**src/rtl/bertrx_pkg.sv**
```systemverilog
package bertrx_pkg;

    localparam int REG_W     = 32;
    localparam int TAP_W     = 6;
    localparam int QRSS_TA   = 17;
    localparam int QRSS_TB   = 20;
    localparam int QRSS_ZRUN = 14;

    typedef enum logic [1:0] {
        PAT_PRBS   = 2'd0,
        PAT_QRSS   = 2'd1,
        PAT_REPEAT = 2'd2,
        PAT_SPARE  = 2'd3
    } pat_mode_e;

    typedef enum logic [1:0] {
        ST_LOAD   = 2'd0,
        ST_VERIFY = 2'd1,
        ST_LOCKED = 2'd2
    } acq_state_e;

    typedef struct packed {
        pat_mode_e          mode;
        logic [TAP_W-1:0]   tap_a;
        logic [TAP_W-1:0]   tap_b;
    } pat_cfg_t;

    typedef struct packed {
        logic count_bit;
        logic count_err;
    } tally_t;

endpackage

```
**src/rtl/bertrx_refgen.sv**
```systemverilog
module bertrx_refgen
    import bertrx_pkg::*;
#(
    parameter int W  = REG_W,
    parameter int QA = QRSS_TA,
    parameter int QB = QRSS_TB,
    parameter int QZ = QRSS_ZRUN
) (
    input  logic     clk,
    input  logic     rst,
    input  pat_cfg_t cfg,
    input  logic     load_en,
    input  logic     advance_en,
    input  logic     data_in,
    output logic     expect_bit
);

    localparam int IW = $clog2(W);

    function automatic logic [IW-1:0] tap_pos(input logic [TAP_W-1:0] t);
        if (t == '0)
            return '0;
        if (int'(t) > W)
            return IW'(W - 1);
        return IW'(t - 1'b1);
    endfunction

    logic [W-1:0] sr;
    logic         fb_raw;
    logic         fb;
    logic         body_zero;

    always_comb begin
        case (cfg.mode)
            PAT_QRSS:   fb_raw = sr[QA-1] ^ sr[QB-1];
            PAT_REPEAT: fb_raw = sr[tap_pos(cfg.tap_a)];
            default:    fb_raw = sr[tap_pos(cfg.tap_a)] ^ sr[tap_pos(cfg.tap_b)];
        endcase
        body_zero = (sr[W-2:0] == '0);
        fb = (cfg.mode != PAT_REPEAT && body_zero) ? 1'b1 : fb_raw;
        expect_bit = fb;
        if (cfg.mode == PAT_QRSS && {sr[QZ-2:0], fb} == '0)
            expect_bit = 1'b1;
    end

    always_ff @(posedge clk) begin
        if (rst)
            sr <= '0;
        else if (load_en)
            sr <= {sr[W-2:0], data_in};
        else if (advance_en)
            sr <= {sr[W-2:0], fb};
    end

endmodule

```
**src/rtl/bertrx_acq.sv**
```systemverilog
module bertrx_acq
    import bertrx_pkg::*;
#(
    parameter int W       = REG_W,
    parameter int WIN_LEN = 64,
    parameter int THRESH  = 6
) (
    input  logic       clk,
    input  logic       rst,
    input  logic       bit_en,
    input  logic       data_in,
    input  logic       expect_bit,
    input  logic       auto_resync,
    output logic       load_en,
    output logic       advance_en,
    output logic       locked,
    output tally_t     tally
);

    localparam int PH_W  = $clog2(W);
    localparam int WIN_W = $clog2(WIN_LEN);
    localparam int WE_W  = $clog2(WIN_LEN + 1);

    acq_state_e        state;
    logic [PH_W-1:0]   phase_cnt;
    logic [WIN_W-1:0]  win_cnt;
    logic [WE_W-1:0]   win_err;
    logic [WE_W-1:0]   win_err_next;
    logic              mismatch;

    assign mismatch     = data_in ^ expect_bit;
    assign win_err_next = win_err + WE_W'(mismatch);
    assign load_en      = bit_en && (state == ST_LOAD);
    assign advance_en   = bit_en && (state != ST_LOAD);
    assign locked       = (state == ST_LOCKED);

    always_comb begin
        tally.count_bit = bit_en && (state == ST_LOCKED);
        tally.count_err = tally.count_bit && mismatch;
    end

    always_ff @(posedge clk) begin
        if (rst) begin
            state     <= ST_LOAD;
            phase_cnt <= '0;
            win_cnt   <= '0;
            win_err   <= '0;
        end else if (bit_en) begin
            case (state)
                ST_LOAD: begin
                    if (phase_cnt == PH_W'(W - 1)) begin
                        state     <= ST_VERIFY;
                        phase_cnt <= '0;
                    end else begin
                        phase_cnt <= phase_cnt + 1'b1;
                    end
                end
                ST_VERIFY: begin
                    if (mismatch) begin
                        state     <= ST_LOAD;
                        phase_cnt <= '0;
                    end else if (phase_cnt == PH_W'(W - 1)) begin
                        state     <= ST_LOCKED;
                        phase_cnt <= '0;
                        win_cnt   <= '0;
                        win_err   <= '0;
                    end else begin
                        phase_cnt <= phase_cnt + 1'b1;
                    end
                end
                ST_LOCKED: begin
                    if (auto_resync && win_err_next >= WE_W'(THRESH)) begin
                        state     <= ST_LOAD;
                        phase_cnt <= '0;
                    end else if (win_cnt == WIN_W'(WIN_LEN - 1)) begin
                        win_cnt <= '0;
                        win_err <= '0;
                    end else begin
                        win_cnt <= win_cnt + 1'b1;
                        win_err <= win_err_next;
                    end
                end
                default: begin
                    state     <= ST_LOAD;
                    phase_cnt <= '0;
                end
            endcase
        end
    end

endmodule

```
**src/rtl/bertrx_tally.sv**
```systemverilog
module bertrx_tally #(
    parameter int CW = 24
) (
    input  logic          clk,
    input  logic          rst,
    input  logic          inc,
    input  logic          latch,
    output logic [CW-1:0] live,
    output logic [CW-1:0] hold
);

    always_ff @(posedge clk) begin
        if (rst) begin
            live <= '0;
            hold <= '0;
        end else if (latch) begin
            hold <= live;
            live <= CW'(inc);
        end else if (inc && live != '1) begin
            live <= live + 1'b1;
        end
    end

endmodule

```
**src/rtl/bertrx_core.sv**
```systemverilog
module bertrx_core
    import bertrx_pkg::*;
#(
    parameter int ERR_W   = 24,
    parameter int BIT_W   = 32,
    parameter int WIN_LEN = 64,
    parameter int THRESH  = 6
) (
    input  logic             clk,
    input  logic             rst,
    input  logic             i_rx_data,
    input  logic             i_rx_en,
    input  logic [1:0]       i_pat_mode,
    input  logic [TAP_W-1:0] i_tap_a,
    input  logic [TAP_W-1:0] i_tap_b,
    input  logic             i_auto_resync,
    input  logic             i_latch,
    output logic             o_locked,
    output logic [ERR_W-1:0] o_err_hold,
    output logic [BIT_W-1:0] o_bit_hold
);

    pat_cfg_t         cfg;
    tally_t           tally;
    logic             load_en;
    logic             advance_en;
    logic             expect_bit;
    logic [ERR_W-1:0] err_live;
    logic [BIT_W-1:0] bit_live;

    assign cfg.mode  = pat_mode_e'(i_pat_mode);
    assign cfg.tap_a = i_tap_a;
    assign cfg.tap_b = i_tap_b;

    bertrx_refgen #(
        .W (REG_W)
    ) u_refgen (
        .clk        (clk),
        .rst        (rst),
        .cfg        (cfg),
        .load_en    (load_en),
        .advance_en (advance_en),
        .data_in    (i_rx_data),
        .expect_bit (expect_bit)
    );

    bertrx_acq #(
        .W       (REG_W),
        .WIN_LEN (WIN_LEN),
        .THRESH  (THRESH)
    ) u_acq (
        .clk         (clk),
        .rst         (rst),
        .bit_en      (i_rx_en),
        .data_in     (i_rx_data),
        .expect_bit  (expect_bit),
        .auto_resync (i_auto_resync),
        .load_en     (load_en),
        .advance_en  (advance_en),
        .locked      (o_locked),
        .tally       (tally)
    );

    bertrx_tally #(
        .CW (ERR_W)
    ) u_err_tally (
        .clk   (clk),
        .rst   (rst),
        .inc   (tally.count_err),
        .latch (i_latch),
        .live  (err_live),
        .hold  (o_err_hold)
    );

    bertrx_tally #(
        .CW (BIT_W)
    ) u_bit_tally (
        .clk   (clk),
        .rst   (rst),
        .inc   (tally.count_bit),
        .latch (i_latch),
        .live  (bit_live),
        .hold  (o_bit_hold)
    );

endmodule

```
**config.mk**
```make
export PLATFORM = sky130hd
export DESIGN_NAME = bertrx_core
export DESIGN_NICKNAME = d
export VERILOG_FILES = /design/src/rtl/bertrx_pkg.sv /design/src/rtl/bertrx_refgen.sv /design/src/rtl/bertrx_acq.sv /design/src/rtl/bertrx_tally.sv /design/src/rtl/bertrx_core.sv
export SDC_FILE = /design/constraint.sdc
export NUM_CORES = 1
export LEC_CHECK = 0
export CELL_PAD_IN_SITES_DETAIL_PLACEMENT = 0
export CELL_PAD_IN_SITES_GLOBAL_PLACEMENT = 1
export CORE_MARGIN = 3
export CORE_UTILIZATION = 35
export CTS_CLUSTER_DIAMETER = 120
export DETAILED_ROUTE_END_ITERATION = 8
export MAX_ROUTING_LAYER = met4
export PLACE_DENSITY_LB_ADDON = 0.1
export SLEW_MARGIN = 10
export SYNTH_ARGS = -nofsm -noshare
export SYNTH_HDL_FRONTEND = slang
export SYNTH_SLANG_ARGS = --single-unit
```
**constraint.sdc**
```tcl
create_clock -name clk -period 14.7 [get_ports clk]
set_clock_uncertainty 0.15 [all_clocks]
set_input_delay 2.94 -clock clk [delete_from_list [all_inputs] [get_ports clk]]
set_output_delay 2.94 -clock clk [all_outputs]
set_load 0.03 [all_outputs]
```
[Word-level counts from Yosys, hierarchy flattened]
Index checks and enable logic that the tools add are counted.
Operators by class
  multiplexer cells: 60
  order comparisons: 6
  $add $sub $neg: 7
  reduce and logical (&&, ||, !) cells: 24
  equality and inequality tests: 15
  bitwise operators: 3
Operators by type and width (number)
  5-bit 2-to-1 mux: 16
  32-bit 2-to-1 mux: 2
  32-bit by 1-bit adder with 32-bit output (second input constant): 1
  32-bit != test (second input constant): 1
  31-bit logical NOT: 1
  7-bit 2-to-1 mux: 4
  24-bit by 1-bit adder with 24-bit output (second input constant): 1
  6-bit 2-to-1 mux: 4
  24-bit != test (second input constant): 1
  1-bit 2-to-1 mux: 22
  5-bit by 6-bit < comparator with 1-bit output (second input constant): 3
  1-bit binary-select mux with 5-bit select: 3
  5-bit case mux with 3 select lines: 1
  14-bit logical NOT: 1
  7-bit case mux with 2 select lines: 1
  6-bit greater-than comparator (second input constant): 2
  6-bit logical NOT: 2
  6-bit case mux with 2 select lines: 1
  2-bit nonzero test: 5
  5-bit by 1-bit subtractor with 5-bit output (second input constant): 2
  1-bit logical AND: 9
  2-bit 2-to-1 mux: 4
  2-bit != test (second input constant): 4
  7-bit by 1-bit adder with 7-bit output: 1
  17 further kinds: 23
Word-level totals
  output and inout port bits: 57
  bits in registers: 164
  input port bits: 20

[Logic depth before layout (Yosys ltp)]
Gate-level depths: netlist of the first run.
  word-level depth: 22
  mapped depth: 26
  depth with buffers taken out: 24

[Modules after synthesis]
From an unflattened synthesis of the first run, not the netlist that was laid out.
Unflattened totals
  cell total of the unflattened synthesis: 1046
  area total of the unflattened synthesis: 8807.2 um^2
Modules (own cells, without submodules)
  bertrx_tally (u_bit_tally): cells an instance 294, area each 2788.9 um^2, times used 1
  bertrx_refgen: cells an instance 360, area each 2557.5 um^2, times used 1
  bertrx_tally (u_err_tally): cells an instance 223, area each 2103.3 um^2, times used 1
  bertrx_acq: cells an instance 169, area each 1357.6 um^2, times used 1

[Worst setup path before layout of the first run]
OpenSTA, ideal clock, no wires.
  path kind: input-to-reg
  start: input port i_tap_a[0]
  end: register u_acq.win_cnt[5]
  cell stages on the path: 23
  path slack: 6.568 ns
  arrival: 7.891 ns
  required time: 14.459 ns
  path buffers: 1
  cells stage by stage: clkinv_1 ha_1 or4b_1 buf_6 nor2_8 nor4_1 or4_1 a311oi_2 a211oi_1 o21a_1 o21ai_1 xor2_2 ha_1 ha_1 o32a_1 o22ai_1 nand3_1 a21oi_1 o21a_1 nand2_1 or3_1 nor2b_1 a311oi_1
On the way
  cells in the longest elaborated chain, start to end: 21
  elaborated cells on any way between the ends: 35
  classes of those cells: 2 x add/sub; 2 x order compare; 2 x eq/ne; 22 x mux; 2 x bitwise; 5 x reduce/logical
Ends and longest elaborated chain
  start: declaration: RTL line bertrx_core.sv:14  | input logic [TAP_W-1:0] i_tap_a,
  6-bit greater-than comparator: RTL line bertrx_refgen.sv:23  | if (int'(t) > W)
  1-bit 2-to-1 mux (2 in series): RTL line bertrx_refgen.sv:23
  1-bit 2-to-1 mux: RTL line bertrx_refgen.sv:34  | case (cfg.mode)
  5-bit 2-to-1 mux: RTL line bertrx_refgen.sv:25  | return IW'(t - 1'b1);
  5-bit 2-to-1 mux: RTL line bertrx_refgen.sv:23
  5-bit 2-to-1 mux: RTL line bertrx_refgen.sv:34
  1-bit binary-select mux with 5-bit select: RTL line bertrx_refgen.sv:37  | default: fb_raw = sr[tap_pos(cfg.tap_a)] ^ sr[tap_pos(cfg.tap_b)];
  1-bit 2-to-1 mux (implied by the code): RTL line bertrx_refgen.sv:37
  [4 not listed]
  1-bit logical AND: RTL line bertrx_refgen.sv:42  | if (cfg.mode == PAT_QRSS && {sr[QZ-2:0], fb} == '0)
  1-bit 2-to-1 mux *: RTL line bertrx_refgen.sv:42
  1-bit XOR *: RTL line bertrx_acq.sv:31  | assign mismatch = data_in ^ expect_bit;
  7-bit by 1-bit adder with 7-bit output: RTL line bertrx_acq.sv:32  | assign win_err_next = win_err + WE_W'(mismatch);
  7-bit by 3-bit >= comparator with 1-bit output: RTL line bertrx_acq.sv:72  | if (auto_resync && win_err_next >= WE_W'(THRESH)) begin
  1-bit logical AND: RTL line bertrx_acq.sv:72
  2-bit != test (no source line)
  5-bit AND reduction (no source line) *
  end signal: assignment: RTL line bertrx_acq.sv:79  | win_cnt <= win_cnt + 1'b1;
  end: declaration: RTL line bertrx_acq.sv:26  | logic [WIN_W-1:0] win_cnt;
Every way passes the cells marked *; elsewhere a longest branch is shown, timed or not. The select of a mux whose other input is x is not followed.
A chain may end at the register's enable or synchronous reset.

[Worst setup path after layout of the first run]
Ends and elaborated chain as after synthesis.

==> results of run 1 <==
## synthesized netlist by cell type, types with 15 or more instances
library cell and count:
nand4_1 18, a21oi_1 54, or3_1 31, nor2b_1 15
inv_1 25, xor2_1 25, nand2_1 65, nand3_1 38
mux2i_1 97, dfxtp_1 164, a211oi_1 21, nor2_1 169
clkbuf_1 44, o21ai_0 25
## metrics by stage
stage | util [%] | instance area (µm²)
floorplan | - | 8580
global placement | 40.1 | 9530
detailed placement | 40.1 | 9530
CTS | 42.6 | 10100
global route | 42.6 | 10100
finish | 42.6 | 10100
## critical path, cell delays in order
cell	delay (ps)
clkdlybuf4s50_1	930
clkinv_1	430
ha_1	350
or4b_1	680
a211oi_1	170
o21ba_1	200
or4_1	530
a311oi_2	390
a211oi_1	150
o21a_1	240
o21ai_1	200
xor2_2	380
ha_1	280
ha_1	280
o32a_1	360
o22ai_1	150
nand3_1	90
a21oi_1	220
o21a_1	200
nand2_1	170
or3_1	430
nor2b_1	140
a311oi_1	220
## how the worst max path moves through the flow
stage,from,depth (start not counted),to
floorplan,i_tap_a[0],23,u_acq.win_cnt[5]
global placement,i_tap_a[0],23,u_acq.win_cnt[5]
detailed placement,i_tap_a[0],23,u_acq.win_cnt[5]
CTS,i_tap_a[0],23,u_acq.win_cnt[5]
global route,i_tap_a[0],25,u_acq.win_cnt[5]
finish,i_tap_a[0],23,u_acq.win_cnt[5]
## logic make-up (layout without fill, tap and decap cells)
group,after synthesis,count (layout)
muxes,97,97
DFF,164,164
AOI/OAI and AO/OA,202,202
and+or+nand+nor,419,419
xor gates and xnor gates,37,37
buffers and inverters,85,140
adders and majority gates,16,16
## area by class of cell
cell class	instances	area, µm²	area share (%)
Inverter	26	97.6	0.965
Clock inverter	15	160	1.58
Multi-Input combinational cell	771	4950	49.0
Timing Repair Buffer	82	796	7.87
Clock buffer	17	425	4.21
Sequential cell	164	3280	32.5
Tap cell	319	399	3.95
## state kept, by name, indices dropped and copies added, names as in the netlist
signal	flops
u_err_tally.hold	24
u_bit_tally.hold	32
u_acq.win_cnt	6
u_bit_tally.live	32
u_acq.phase_cnt	5
u_err_tally.live	24
u_acq.win_err	7
u_refgen.sr	32
u_acq.state	2
## power by group through the flow
stage,Clock (W),Combinational (W),Sequential (W)
3_3_place_gp,0,0.0000789,0.000458
5_1_grt,0.000480,0.0000870,0.000448
2_1_floorplan,0,0.0000569,0.000458
3_5_place_dp,0,0.0000784,0.000458
4_1_cts,0.000458,0.0000786,0.000448
6_report,0.000444,0.0000782,0.000448
## routing by layer
layer  vias to the layer above  wire length (µm)
met5                         -                 0
met3                        18               737
met4                         0               255
met2                       113             10000
li1                       3782                 -
met1                      3467             11700
==> metrics.cfg, run 1 <==
[drt]
first_iter_violations = 410
drt_pass1_iterations = 4
post_drt_wl_per_cell_um = 16.3
wl_um = 22700
via_per_inst = 5.29
ant_nets = 0
vias = 7380
drc = 0

[critical_path]
worstSetupEndpointType = flip-flop
reg2reg_slack_ps = 9240
path_max_fanout = 21
rr_endpoint = u_acq.win_cnt[5]
arrival_ps = 10150
crit_type = in -> reg
worstPathRequired_ps = 14900
worstReg2RegStart = u_refgen.sr[7]
worst_setup_path_start_kind = input pin
rr_worst_depth = 19

[placement]
place_ws_ps = 4320
dp_hpwl_um = 15200
place.gp.congestion = 0.859
io_buffers = 76
dp_cells = 1362

[power]
clockPowerShare_pct = 45.8
power.switching_w = 0.000267
vdd_drop_max_v = 0.0000774
power_w = 0.000970
intPower_w = 0.000703
power_density_nw_per_um2 = 95.9
pwr-share-comb_pct = 8.1
p_leak_nw = 3.78
netSwitchingFraction_pct = 27.5
seqPwrFrac_pct = 46.2

[hold_path]
holdPathEnd = u_acq.phase_cnt[4]
whs_path_depth = 2
hold_path.class = reg -> reg
worstHoldStart = u_acq.phase_cnt[4]

[logic_synthesis]
syn-num-nets = 1052
synth_cells = 1020
synth_top_family_by_area = simple AND/OR/NAND/NOR gates
ys_async_sr_fraction_pct = 0
synth_warnings = 0
synth_xor_area_share_pct = 3.86
avgSynthCellArea_um2 = 8.41
synth_adder_area_share_pct = 2.23
synth_edf_count = 0
synth_top_area_cell = dfxtp_1
synthFlopType = dfxtp_1
yosys.area.top_type_share_pct = 38.3
syn_area_um2 = 8580
synthSimpleGateAreaFrac_pct = 23.8
synth_cell_types = 81
synth_compound_area_share_pct = 16.4
synth-seq-area-share_pct = 38.3
muxShareOfSynthArea_pct = 11.3
ys_seq_elements = 164
synth_area_leaders = dfxtp_1 38%, mux2i_1 11%, nor2_1 7.4%

[clock_tree]
numClockSinks = 164
numCtsBuffers = 17
post_cts_buffers = 0
cts_tree = yes
ctsHtreeMaxLevel = 4
cts_buffer_depth = 2
hold_buffers = 0
ctsResizeCount = 0
root_buffer = clkbuf_16
path_clk_slew_ps = 80
clk_latency_ps = 440

[layout]
final_common_cell = nor2_1
fillers = 2406
drive_above_1_share_pct = 5.58
fin_cells = 1394
final_nets = 1094
syn_to_final_growth_pct = 17.8
final_cell_mix = 169 x nor2_1, 164 x dfxtp_1, 97 x mux2i_1
diodes = 0

[global_routing]
antenna_found_initial = 0
track_usage_pct = 18.0
grt_use_met1_pct = 24.9
grt_max_degree = 69
grtUsageMet2_pct = 27.4
grt_util_met3_pct = 3.08
gr-total-overflow = 0
grt_pass1_wl_um = 37700
busiest_layer = met2
grt_pass1_vias = 7099

[timing]
final.period_utilization_pct = 67.6
holdWs_ps = 315
setup_ws_ps = 4760
max_freq_ghz = 0.101
max-slew-margin-rel_pct = 18.7
rsz0062_at_grt = no
hold_viol_final = 0
tns_ps = 0
period_needed_ps = 9940
drv_slew = 0
setup_viol = 0
worst-slew-pin-transition_ps = 1220

[floorplanning]
die_width_um = 163
die_y_um = 163
ioPinCount = 77
start_util_pct = 36.1
core_um2 = 23800
fp.dieArea_um2 = 26400
row_count = 56

[flow_run]
maxCapViolCount = 0

[run_status]
status = finished, final reports clean

No activity file was read; power rests on OpenSTA's default activity.
==> run 2, diff against run 1 <==
- clock period: 14.7 -> 9.4 ns (I/O delays scaled with it)
==> run 2 against run 1 <==
Clock power is 67% higher. Final area is 0.54% higher. Die area stayed put. Largest cell class unchanged. Flip-flop and latch count stayed put. First-iteration DRC count is 27% lower. Register-to-register slack worse by 5400 ps. Via count is 1.0% higher. Core utilization is 0.23 points higher. Worst setup slack worse by 3700 ps. Combinational power is 59% higher. Critical path type unchanged. Hold slack better by 3.9 ps. Global-route usage is 0.079 points lower.
==> metrics.cfg, run 2 (synthesis results as in run 1) <==
[run_status]
status = finished, final reports clean

[floorplanning]
fp.dieArea_um2 = 26400
start_util_pct = 36.1
ioPinCount = 77
row_count = 56
core_um2 = 23800
die_y_um = 163
die_width_um = 163

[layout]
diodes = 0
fillers = 2403
top_regs = u_bit_tally.hold (32), u_bit_tally.live (32), u_refgen.sr (32)
drive_above_1_share_pct = 5.76
final_nets = 1097
final_util_pct = 42.8
syn_to_final_growth_pct = 18.5
final_cell_mix = 169 x nor2_1, 164 x dfxtp_1, 97 x mux2i_1
final_common_cell = nor2_1

[global_routing]
gr-total-overflow = 0
grt_pass1_wl_um = 37400
grt_pass1_vias = 7039
track_usage_pct = 17.9
grt_max_degree = 68
antenna_found_initial = 0

[power]
p_leak_nw = 3.80
vdd_drop_max_v = 0.0000965
power_density_nw_per_um2 = 154

[critical_path]
arrival_ps = 8510
worst_setup_path_start_kind = input pin
reg2reg_slack_ps = 3870
worstSetupEndpointType = flip-flop
path_max_fanout = 19
worstPathRequired_ps = 9580
crit_type = in -> reg

[clock_tree]
root_buffer = clkbuf_16
clk_latency_ps = 430
path_clk_slew_ps = 70
numClockSinks = 164
numCtsBuffers = 17
hold_buffers = 0
ctsHtreeMaxLevel = 4
post_cts_buffers = 0
cts_buffer_depth = 2
cts_tree = yes
ctsResizeCount = 0

[drt]
ant_nets = 0
via_per_inst = 5.34
post_drt_wl_per_cell_um = 16.6
first_iter_violations = 300
vias = 7457
wl_um = 23100
drt_pass1_iterations = 4
drc = 0

[timing]
max_freq_ghz = 0.120
tns_ps = 0
setup_viol = 0
holdWs_ps = 319
worst-slew-pin-transition_ps = 1130
period_needed_ps = 8330
drv_slew = 0
final.period_utilization_pct = 88.6
rsz0062_at_grt = no
hold_viol_final = 0
max-slew-margin-rel_pct = 24.5

[placement]
dp_hpwl_um = 15200
io_buffers = 76
place.gp.congestion = 0.851

[hold_path]
hold_path.class = reg -> reg

[flow_run]
maxCapViolCount = 0

run 2: routing by layer:
metal | vias up | global-route usage [%] | part of all wire, %
met2 | 130 | 27.0 | 44
met4 | 0 | 4.61 | 1.5
met5 | - | - | 0
met3 | 23 | 3.05 | 3.3
li1 | 3766 | - | -
met1 | 3538 | 25.0 | 51
run 2: cell type report:
class / count / area (µm²) / share of cell area [%]
multi-input cells: 771 / 4950 / 48.7
clock inverters: 14 / 193 / 1.90
well taps: 319 / 399 / 3.93
repair buffers: 85 / 818 / 8.05
clock buffers: 17 / 425 / 4.18
flip-flops and latches: 164 / 3280 / 32.3
inverters: 26 / 97.6 / 0.960
run 2: final timing paths:
| path | startpoint | to | cells after the start |
|---|---|---|---|
| max reg2reg | u_refgen.sr[7] | u_acq.win_cnt[5] | 19 |
| min reg2reg | u_acq.phase_cnt[4] | u_acq.phase_cnt[4] | 2 |
| max | i_tap_a[0] | u_acq.win_cnt[5] | 23 |
| min | u_acq.phase_cnt[4] | u_acq.phase_cnt[4] | 2 |
run 2: metrics by stage:
stage | power, W | cell area, µm² | instances | setup slack (ps)
5_1_grt | 0.00163 | 10200 | 1396 | 622
6_report | 0.00157 | 10200 | 1396 | 1070
4_1_cts | 0.00159 | 10200 | 1396 | 1110
3_5_place_dp | 0.000841 | 9550 | 1365 | 687
3_3_place_gp | 0.000842 | 9550 | 1365 | 805
2_1_floorplan | 0.000804 | 8580 | 1020 | 2330
run 2: worst max-delay path, stage by stage:
cell and delay [ps]:
clkdlybuf4s50_1 480, clkinv_1 230, ha_1 330, or4b_1 690, a211oi_1 180, o21ba_1 200
or4_1 530, a311oi_2 430, a211oi_1 170, o21a_1 240, o21ai_1 200, xor2_2 380
ha_1 270, ha_1 270, o32a_1 360, o22ai_1 150, nand3_1 90, a21oi_1 210
o21a_1 190, nand2_1 160, or3_1 430, nor2b_1 140, a311oi_1 250
run 2: power breakdown:
group / internal (W) / total [W] / switching (W)
sequential: 0.000697 / 0.000700 / 0.00000327
clock: 0.000426 / 0.000742 / 0.000316
combinational: 0.0000468 / 0.000124 / 0.0000773
==> run 3, diff against run 2 <==
- TNS_END_PERCENT: not set -> 20
==> results of run 3 <==
No change in the layout: final DEF, timing and power equal those of run 2.
